$ cat src/rtl/tx_ser_pkg.sv
package tx_ser_pkg;

    localparam int DATA_W = 8;

    typedef enum logic [2:0] {
        ST_IDLE,
        ST_START,
        ST_DATA,
        ST_PAR,
        ST_STOP,
        ST_BRK,
        ST_MARK
    } tx_state_e;

    typedef enum logic [1:0] {
        TXC_OFF     = 2'b00,
        TXC_ON_IRQ  = 2'b01,
        TXC_ON      = 2'b10,
        TXC_BREAK   = 2'b11
    } txc_e;

    typedef struct packed {
        logic [1:0] wlen;
        logic       stop_long;
        logic       par_en;
        logic [1:0] par_mode;
    } tx_cfg_t;

    function automatic logic [3:0] word_bits(input logic [1:0] wlen);
        return 4'd8 - {2'b00, wlen};
    endfunction

    function automatic logic par_value(input logic [1:0] mode,
                                       input logic [DATA_W-1:0] d,
                                       input logic [3:0] n);
        logic x;
        x = 1'b0;
        for (int i = 0; i < DATA_W; i++) begin
            if (i < int'(n)) x = x ^ d[i];
        end
        case (mode)
            2'b00:   return ~x;
            2'b01:   return x;
            2'b10:   return 1'b1;
            default: return 1'b0;
        endcase
    endfunction

    function automatic int stop_len(input tx_cfg_t c, input int ovs);
        if (!c.stop_long)                       return ovs;
        else if (c.wlen == 2'b00 && c.par_en)   return ovs;
        else if (c.wlen == 2'b11 && !c.par_en)  return ovs + ovs / 2;
        else                                    return 2 * ovs;
    endfunction

endpackage

$ cat src/rtl/tx_hold_reg.sv
module tx_hold_reg
    import tx_ser_pkg::*;
(
    input  logic              clk,
    input  logic              rst,
    input  logic              wr,
    input  logic [DATA_W-1:0] wdata,
    input  logic              take,
    output logic              full,
    output logic [DATA_W-1:0] data
);

    always_ff @(posedge clk) begin
        if (rst) begin
            full <= 1'b0;
            data <= '0;
        end else if (wr) begin
            full <= 1'b1;
            data <= wdata;
        end else if (take) begin
            full <= 1'b0;
        end
    end

    // a write leaves the register full on the next edge
    a_r8_wr_fills: assert property (@(posedge clk) disable iff (rst)
        wr |=> full);

    // the shifter only takes a byte that is present
    a_r8_take_needs_full: assert property (@(posedge clk) disable iff (rst)
        take |-> full);

endmodule

$ cat src/rtl/tx_frame_seq.sv
module tx_frame_seq
    import tx_ser_pkg::*;
#(
    parameter int OVS = 16
) (
    input  logic              clk,
    input  logic              rst,
    input  logic              tick,
    input  logic              run,
    input  logic              brk_req,
    input  tx_cfg_t           cfg,
    input  logic              hold_full,
    input  logic [DATA_W-1:0] hold_byte,
    output logic              take,
    output logic              line_bit,
    output logic              brk_on,
    output logic              in_stop
);

    localparam int CW = $clog2(2 * OVS + 1);
    localparam int BW = $clog2(DATA_W);

    typedef struct packed {
        logic [3:0]    nbits;
        logic          par_en;
        logic          par_bit;
        logic [CW-1:0] stop;
    } frame_t;

    tx_state_e         st;
    logic [CW-1:0]     tcnt;
    logic [DATA_W-1:0] shreg;
    logic [BW-1:0]     bidx;
    frame_t            fr;

    logic bit_end, stop_end, ready;

    always_comb begin
        bit_end  = tick && (tcnt == CW'(OVS - 1));
        stop_end = tick && (tcnt == fr.stop - CW'(1));
        ready    = hold_full && run && !brk_req;
        take     = ready && ((st == ST_IDLE) ||
                             (st == ST_STOP && stop_end) ||
                             (st == ST_MARK && bit_end));
    end

    always_ff @(posedge clk) begin
        if (rst) begin
            st    <= ST_IDLE;
            tcnt  <= '0;
            shreg <= '0;
            bidx  <= '0;
            fr    <= '0;
        end else if (take) begin
            st        <= ST_START;
            tcnt      <= '0;
            shreg     <= hold_byte;
            fr.nbits  <= word_bits(cfg.wlen);
            fr.par_en <= cfg.par_en;
            fr.par_bit <= par_value(cfg.par_mode, hold_byte, word_bits(cfg.wlen));
            fr.stop   <= CW'(stop_len(cfg, OVS));
        end else begin
            case (st)
                ST_IDLE: begin
                    if (brk_req) st <= ST_BRK;
                    tcnt <= '0;
                end
                ST_START: begin
                    if (bit_end) begin
                        st   <= ST_DATA;
                        tcnt <= '0;
                        bidx <= '0;
                    end else if (tick) begin
                        tcnt <= tcnt + CW'(1);
                    end
                end
                ST_DATA: begin
                    if (bit_end) begin
                        tcnt  <= '0;
                        shreg <= shreg >> 1;
                        if (bidx == BW'(fr.nbits - 4'd1))
                            st <= fr.par_en ? ST_PAR : ST_STOP;
                        else
                            bidx <= bidx + BW'(1);
                    end else if (tick) begin
                        tcnt <= tcnt + CW'(1);
                    end
                end
                ST_PAR: begin
                    if (bit_end) begin
                        st   <= ST_STOP;
                        tcnt <= '0;
                    end else if (tick) begin
                        tcnt <= tcnt + CW'(1);
                    end
                end
                ST_STOP: begin
                    if (stop_end) begin
                        st   <= ST_IDLE;
                        tcnt <= '0;
                    end else if (tick) begin
                        tcnt <= tcnt + CW'(1);
                    end
                end
                ST_BRK: begin
                    tcnt <= '0;
                    if (!brk_req) st <= ST_MARK;
                end
                ST_MARK: begin
                    if (bit_end) begin
                        st   <= ST_IDLE;
                        tcnt <= '0;
                    end else if (tick) begin
                        tcnt <= tcnt + CW'(1);
                    end
                end
                default: st <= ST_IDLE;
            endcase
        end
    end

    always_comb begin
        case (st)
            ST_START: line_bit = 1'b0;
            ST_DATA:  line_bit = shreg[0];
            ST_PAR:   line_bit = fr.par_bit;
            default:  line_bit = 1'b1;
        endcase
        brk_on  = (st == ST_BRK);
        in_stop = (st == ST_STOP);
    end

    // an idle transmitter that is not enabled never begins a frame
    a_r5_off_no_start: assert property (@(posedge clk) disable iff (rst)
        (st == ST_IDLE && !run) |=> (st != ST_START));

    // a break is only entered from the idle state
    a_r7_break_from_idle: assert property (@(posedge clk) disable iff (rst)
        (st == ST_BRK && $past(st) != ST_BRK) |-> $past(st) == ST_IDLE);

endmodule

$ cat src/rtl/tx_line_ctl.sv
module tx_line_ctl
    import tx_ser_pkg::*;
(
    input  logic [1:0] txctl,
    input  logic       echo_en,
    input  logic       line_bit,
    input  logic       brk_on,
    input  logic       hold_empty,
    output logic       txd,
    output logic       rts_n,
    output logic       run,
    output logic       brk_req,
    output logic       tx_int_req
);

    txc_e mode;

    always_comb begin
        mode       = txc_e'(txctl);
        run        = (mode == TXC_ON_IRQ) || (mode == TXC_ON) || echo_en;
        brk_req    = (mode == TXC_BREAK) && !echo_en;
        rts_n      = (mode == TXC_OFF);
        tx_int_req = hold_empty && (mode == TXC_ON_IRQ);
        txd        = brk_on ? 1'b0 : line_bit;
    end

endmodule

$ cat src/rtl/tx_async_serializer.sv
module tx_async_serializer
    import tx_ser_pkg::*;
#(
    parameter int OVS = 16
) (
    input  logic       clk,
    input  logic       rst,
    input  logic       tick16,
    input  logic [1:0] cfg_wlen,
    input  logic       cfg_stop_long,
    input  logic       cfg_par_en,
    input  logic [1:0] cfg_par_mode,
    input  logic [1:0] cfg_txctl,
    input  logic       echo_en,
    input  logic       host_wr,
    input  logic [7:0] host_byte,
    input  logic       echo_stb,
    input  logic [7:0] echo_byte,
    output logic       txd,
    output logic       rts_n,
    output logic       hold_empty,
    output logic       tx_int_req
);

    tx_cfg_t           cfg;
    logic              load;
    logic [DATA_W-1:0] load_byte;
    logic              take, hold_full;
    logic [DATA_W-1:0] hold_byte;
    logic              line_bit, brk_on, in_stop, run, brk_req;

    always_comb begin
        cfg.wlen      = cfg_wlen;
        cfg.stop_long = cfg_stop_long;
        cfg.par_en    = cfg_par_en;
        cfg.par_mode  = cfg_par_mode;
        load          = echo_en ? echo_stb : host_wr;
        load_byte     = echo_en ? echo_byte : host_byte;
        hold_empty    = !hold_full;
    end

    tx_hold_reg u_hold (
        .clk   (clk),
        .rst   (rst),
        .wr    (load),
        .wdata (load_byte),
        .take  (take),
        .full  (hold_full),
        .data  (hold_byte)
    );

    tx_frame_seq #(.OVS(OVS)) u_seq (
        .clk       (clk),
        .rst       (rst),
        .tick      (tick16),
        .run       (run),
        .brk_req   (brk_req),
        .cfg       (cfg),
        .hold_full (hold_full),
        .hold_byte (hold_byte),
        .take      (take),
        .line_bit  (line_bit),
        .brk_on    (brk_on),
        .in_stop   (in_stop)
    );

    tx_line_ctl u_line (
        .txctl      (cfg_txctl),
        .echo_en    (echo_en),
        .line_bit   (line_bit),
        .brk_on     (brk_on),
        .hold_empty (hold_empty),
        .txd        (txd),
        .rts_n      (rts_n),
        .run        (run),
        .brk_req    (brk_req),
        .tx_int_req (tx_int_req)
    );

    // the first cycle after reset shows an idle line and an empty register
    a_r1_reset_idle: assert property (@(posedge clk) disable iff (rst)
        $past(rst) |-> (txd && hold_empty));

    // taking a byte starts the low start bit on the next cycle
    a_r2_take_start_low: assert property (@(posedge clk) disable iff (rst)
        take |=> !txd);

    // the stop period is always a high level
    a_r4_stop_high: assert property (@(posedge clk) disable iff (rst)
        in_stop |-> txd);

    // while the break state is held, the line is low
    a_r7_break_low: assert property (@(posedge clk) disable iff (rst)
        brk_on |-> !txd);

    // taking a byte empties the register unless a write lands at once
    a_r8_take_empties: assert property (@(posedge clk) disable iff (rst)
        (take && !load) |=> hold_empty);

endmodule

$ cat config.mk
export PLATFORM = sky130hd
export DESIGN_NAME = tx_async_serializer
export DESIGN_NICKNAME = d
export VERILOG_FILES = /design/src/rtl/tx_ser_pkg.sv /design/src/rtl/tx_hold_reg.sv /design/src/rtl/tx_frame_seq.sv /design/src/rtl/tx_line_ctl.sv /design/src/rtl/tx_async_serializer.sv
export SDC_FILE = /design/constraint.sdc
export NUM_CORES = 1
export LEC_CHECK = 0
export ABC_AREA = 0
export BUFFER_PORTS_ARGS = -buffer_cell sky130_fd_sc_hd__buf_2
export CAP_MARGIN = 15
export CELL_PAD_IN_SITES_DETAIL_PLACEMENT = 1
export CELL_PAD_IN_SITES_GLOBAL_PLACEMENT = 2
export CORE_MARGIN = 1
export CORE_UTILIZATION = 32
export CTS_BUF_LIST = sky130_fd_sc_hd__clkbuf_4
export DETAILED_ROUTE_END_ITERATION = 12
export GPL_TIMING_DRIVEN = 0
export PLACE_DENSITY_LB_ADDON = 0.1
export SLEW_MARGIN = 20
export SYNTH_ARGS = -nofsm -noshare
export SYNTH_HDL_FRONTEND = slang
export SYNTH_HIERARCHICAL = 1
export SYNTH_SLANG_ARGS = --single-unit
$ cat constraint.sdc
create_clock -name clk -period 1.9 [get_ports clk]
set_input_delay 0.57 -clock clk [delete_from_list [all_inputs] [get_ports clk]]
set_output_delay 0.57 -clock clk [all_outputs]
set_load 0.005 [all_outputs]
==> impl_metrics.ini, run 1 <==
[status]
status = complete, but fails checks
violations = setup timing

[route]
via_count = 2032
first_pass_iters = 4
drt_iter0_markers = 38
drc = 0
wirelength_um = 6079
via_per_inst = 5.144
drtAntennaViolNets = 0
wl_per_cell_um = 15.39

[cts]
clockBufferDepth = 2
ctsHoldBuffers = 0
cts_num_sinks = 37
clk_pin_slew_ns = 0.12
insertion_delay_ns = 0.34
cts_buffers = 5
cts_tree = done
htreeDepth = 2
cts-root-buf = clkbuf_4

[sta]
rsz0062_at_grt = true
slew_violations = 0
fin_crit_sh_pct = 113.9
finalHoldViolCount = 0
tightest_slew_ns = 0.6095
fin_skew_ns = 0.01082
fin_ws_ns = -0.2638
max_slew_margin_pct = 59.37
clock.fmax_mhz = 462.1
setup_viol = 28
period_minus_slack_ns = 2.164

[layout]
nFillCells = 793
drive_gt1_share_pct = 40.63
seq_area_um2 = 763.2
fin_cells = 395
nets = 355
area_growth_pct = 33.56
final_util_pct = 44.15
fin_area_um2 = 2983
multi_input_comb_area_um2 = 1499
antenna_cells = 0

[power]
p_sw_share_pct = 30.66
worst_ir_drop_vdd_v = 0.0003392
p_total_uw = 2128
p_sw_uw = 652.4
p_seq_share_pct = 41.4
leakage_uw = 0.001232
powerDensity_nw_per_um2 = 713.3
p_clk_share_pct = 26.0
p_int_uw = 1475
power_frac_comb_pct = 32.7

[placed_design]
dpl-instance-area_um2 = 2506
dpl.hpwl_um = 4270
placed_cells = 367
portBuffers = 32
place_congestion = 0.7151

[floorplan]
io_pins = 34
die_height_um = 85.54
rows = 30
fp.coreArea_um2 = 6756
die_w_um = 85.54
start_util_pct = 33.06
dieArea_um2 = 7317

[global_route]
grt_pass1_vias = 2069
grt_pass1_wl_um = 9963
grt_util_all_layers_pct = 17.49
antenna_found_initial = 0
grt_max_degree = 12
grt_overflow = 0

[yosys]
synthCells = 255
syn_avg_cell_area_um2 = 8.758
syn_area_um2 = 2233
ys_warn_count = 6
syn_nets = 295

[worst_setup_path]
cp_max_fo = 8
worst_ep_arrival_time_ns = 2.43
cp-start-kind = flop
cp-end-kind = flop
required_ns = 2.16
critPathKind = flop to flop

[hold_path]
hold_path_class = input pin to flop

[flow_run]
maxCapViolations = 0
==> through the flow <==
stage	setup TNS (ns)	worst slack [ns]	hold WS (ns)
2_1_floorplan	-0.3610	-0.05775	0.4329
3_3_place_gp	-9.145	-0.3819	0.4471
3_5_place_dp	-9.880	-0.4043	0.4507
4_1_cts	-5.850	-0.2572	0.4673
5_1_grt	-8.468	-0.3554	0.4597
6_report	-5.929	-0.2638	0.4726
==> worst paths after layout <==
| check | from | slack (ns) | depth (start not counted) | endpoint |
|---|---|---|---|---|
| min | cfg_par_mode[1] | 0.47 | 2 | u_seq/fr[6]$_SDFFE_PP0P_ |
| min reg2reg | u_seq/shreg[2]$_SDFFE_PP0P_ | 0.47 | 2 | u_seq/shreg[2]$_SDFFE_PP0P_ |
| max | u_seq/fr[4]$_SDFFE_PP0P_ | -0.26 | 10 | u_seq/fr[6]$_SDFFE_PP0P_ |
| max reg2reg | u_seq/fr[4]$_SDFFE_PP0P_ | -0.26 | 10 | u_seq/fr[6]$_SDFFE_PP0P_ |
==> metal layers <==
layer / global-route usage (%) / wire length (µm) / vias up
li1: - / - / 998
met3: 2.887 / 139 / 7
met2: 32.58 / 3233 / 26
met4: 4.545 / 61 / 0
met1: 20.72 / 2645 / 1001
met5: 0 / 0 / -
==> layout by cell type, fill, tap and decap left out, drive strengths merged, types with 2 or more instances in the layout <==
cell,instances
a211o,3
a211oi,3
a21oi,22
a22oi,7
a41oi,2
and3,4
buf,62
clkbuf,10
dfxtp,37
ha,10
inv,15
mux2,10
mux2i,13
nand2,15
nand2b,6
nand3,8
nand4,3
nor2,34
nor2b,4
nor4,2
o21ai,8
or2,2
xnor2,8
xor2,8
==> state kept, by name, indices dropped and copies added (netlist names) <==
signal	count
u_hold/data	8
u_seq/tcnt	6
u_seq/st	3
u_seq/fr	8
u_seq/shreg	8
u_seq/bidx	3
u_hold/full	1
==> area by class of cell <==
cell class	count	share of cell area (%)
clock buffers	5	1.258
flip-flops and latches	37	25.59
clock inverters	2	1.174
repair buffers	54	11.95
multi-input cells	189	50.25
inverters	15	1.888
well taps	80	3.356
plain buffers	13	4.530
==> what timing repair did <==
action | CTS | global route
setup endpoints to repair | 29 | 30
setup buffers | 9 | 12
cloned | 1 | 0
pin swaps | 14 | 11
resized for setup | 42 | 19
==> power by group through the flow <==
| stage | Combinational (µW) | Clock [µW] | Sequential (µW) |
|---|---|---|---|
| 2_1_floorplan | 372 | 0 | 869 |
| 3_3_place_gp | 501 | 0 | 880 |
| 3_5_place_dp | 508 | 0 | 881 |
| 4_1_cts | 602 | 568 | 885 |
| 5_1_grt | 762 | 609 | 887 |
| 6_report | 695 | 552 | 881 |
==> worst max-delay path, cell delays in order, from the launching register on <==
cell and delay [ns]:
dfxtp_2 0.35, inv_2 0.04, ha_4 0.23, xnor2_2 0.14
o41a_1 0.45, a211oi_2 0.23, buf_4 0.18, buf_12 0.15
buf_8 0.13, o211ai_1 0.10, o311ai_2 0.09
Note: power is estimated with default switching activity, not from simulation.
==> run 2, diff against run 1 <==
--- a/config.mk
+++ b/config.mk
@@ -16,6 +16,7 @@
 export DETAILED_ROUTE_END_ITERATION = 12
 export GPL_TIMING_DRIVEN = 0
 export PLACE_DENSITY_LB_ADDON = 0.1
+export RECOVER_POWER = 25
 export SLEW_MARGIN = 20
 export SYNTH_ARGS = -nofsm -noshare
 export SYNTH_HDL_FRONTEND = slang
==> impl_metrics.ini, run 2 (synthesized netlist as in run 1, its figures left out) <==
[cts]
insertion_delay_ns = 0.34
cts_num_sinks = 37
htreeDepth = 2
cts_buffers = 5
cts-root-buf = clkbuf_4
clk_pin_slew_ns = 0.12
cts_tree = done
clockBufferDepth = 2

[sta]
tightest_slew_ns = 0.6095
fin_crit_sh_pct = 113.9
finalHoldViolCount = 0
rsz0062_at_grt = true
max_slew_margin_pct = 59.37
fin_ws_ns = -0.2639
clock.fmax_mhz = 462.1
setup_viol = 28
timing.setup.tns_ns = -5.931
slew_violations = 0
period_minus_slack_ns = 2.164
fin_skew_ns = 0.01082

[power]
power_frac_comb_pct = 32.6
p_sw_share_pct = 30.67
p_sw_uw = 651.5
powerDensity_nw_per_um2 = 714.5
worst_ir_drop_vdd_v = 0.0003392
p_int_uw = 1473
leakage_uw = 0.001226
p_seq_share_pct = 41.4
p_clk_share_pct = 26.0

[global_route]
grt_pass1_wl_um = 9963
grt_util_all_layers_pct = 17.49
antenna_found_initial = 0
grt_overflow = 0
grt_pass1_vias = 2069
grt_max_degree = 12

[route]
drt_iter0_markers = 34
wirelength_um = 6077
via_per_inst = 5.137
first_pass_iters = 4
drc = 0
via_count = 2029
wl_per_cell_um = 15.38
drtAntennaViolNets = 0

[worst_setup_path]
crit_family = compound AO/OA/AOI/OAI gates
crit_chain = inv_2, ha_4, xnor2_2, o41a_1, a211oi_2, buf_4, buf_12, buf_8, o211ai_1, o311ai_2
cp_num_cells = 10
cp_max_fo = 8
required_ns = 2.16
reg2reg_from = u_seq/fr[4]$_SDFFE_PP0P_
crit_buf_inv = 4
r2r-end = u_seq/fr[6]$_SDFFE_PP0P_
cp-start-kind = flop
rr_worst_depth = 10
setup.worst_path.start = u_seq/fr[4]$_SDFFE_PP0P_
cp-end-kind = flop
cp-endpoint = u_seq/fr[6]$_SDFFE_PP0P_
critPathKind = flop to flop
worst_ep_arrival_time_ns = 2.43
r2r_slack_ns = -0.26
cp_slowest_cell = o41a_1
max_stage_delay_ns = 0.45

[floorplan]
die_height_um = 85.54
io_pins = 34
start_util_pct = 33.06
dieArea_um2 = 7317
die_w_um = 85.54
rows = 30
fp.coreArea_um2 = 6756

[layout]
nFillCells = 793
area_growth_pct = 33.11
final_common_cell = buf_2
final_cell_mix = buf_2 (32), nor2_1 (28), dfxtp_1 (27)
nets = 355
drive_gt1_share_pct = 40.32
reg_top3 = u_hold/data: 8 flops, u_seq/fr: 8 flops, u_seq/shreg: 8 flops
antenna_cells = 0

[status]
status = complete, but fails checks
violations = setup timing

[placed_design]
place_ws_ns = -0.4043
place_congestion = 0.7151
portBuffers = 32
dpl.hpwl_um = 4270

[hold_path]
hold_path_class = flop to flop

[flow_run]
maxCapViolations = 0
-- run 2: cell types whose count changed in the layout (fill, tap and decap cells not counted) --
cell and change:
mux2_4 -1, mux2_1 +1, clkbuf_2 +1, buf_6 -1
-- run 2: worst min-delay path by stage --
stage	depth (start not counted)	slack, ns	endpoint	from
floorplan	2	0.43	u_seq/shreg[1]$_SDFFE_PP0P_	u_seq/shreg[1]$_SDFFE_PP0P_
CTS	2	0.47	u_seq/fr[6]$_SDFFE_PP0P_	cfg_par_mode[1]
finish	2	0.47	u_seq/shreg[2]$_SDFFE_PP0P_	u_seq/shreg[2]$_SDFFE_PP0P_
global placement	2	0.45	u_seq/shreg[1]$_SDFFE_PP0P_	u_seq/shreg[1]$_SDFFE_PP0P_
global route	2	0.46	u_seq/fr[6]$_SDFFE_PP0P_	cfg_par_mode[1]
detailed placement	2	0.45	u_seq/shreg[2]$_SDFFE_PP0P_	u_seq/shreg[2]$_SDFFE_PP0P_
-- run 2: worst register-to-register path, delay by kind of cell (launching register included) --
family	cells	cell delay [ns]
adders and majority gates	1	0.23
AOI/OAI and AO/OA	4	0.87
xor gates and xnor gates	1	0.14
DFF	1	0.35
buffers and inverters	4	0.50
-- run 2: power by group through the flow --
stage / sequential (µW) / combinational (µW) / clock, µW
CTS: 885 / 602 / 568
floorplan: 869 / 372 / 0
global placement: 880 / 501 / 0
finish: 880 / 692 / 552
detailed placement: 881 / 508 / 0
global route: 887 / 759 / 609
-- run 2: per-stage QoR --
stage / power (µW) / hold slack [ns] / instances / area (µm²) / utilization (%)
detailed placement: 1389 / 0.4507 / 367 / 2506 / 37.09
finish: 2124 / 0.4726 / 395 / 2973 / 44.00
global route: 2255 / 0.4597 / 395 / 2973 / 44.00
global placement: 1381 / 0.4471 / 367 / 2506 / 37.09
CTS: 2056 / 0.4673 / 383 / 2824 / 41.80
floorplan: 1241 / 0.4329 / 255 / 2246 / -
-- run 2: repair_timing --
action / CTS / global route
pin swaps: 14 / 11
endpoints found under the setup margin: 29 / 30
hold buffers: 0 / 0
gates cloned: 1 / 0
resized for setup: 42 / 19
buffers inserted: 9 / 12
-- run 2: area by class of cell --
class	count	area (µm²)	area share [%]
inverter	15	56.30	1.894
multi-input combinational	189	1495	50.29
clock inverter	2	35.03	1.178
timing repair buffer	54	356.6	11.99
clock buffer	5	37.54	1.263
buffer	13	128.9	4.335
tap	80	100.1	3.367
sequential	37	763.2	25.67
-- run 2: metal layers --
metal	share of wire, %	GRT usage, %	up-vias
met1	44	20.72	998
met3	2.3	2.887	7
met5	0	0	-
li1	-	-	998
met4	1.0	4.545	0
met2	53	32.58	26
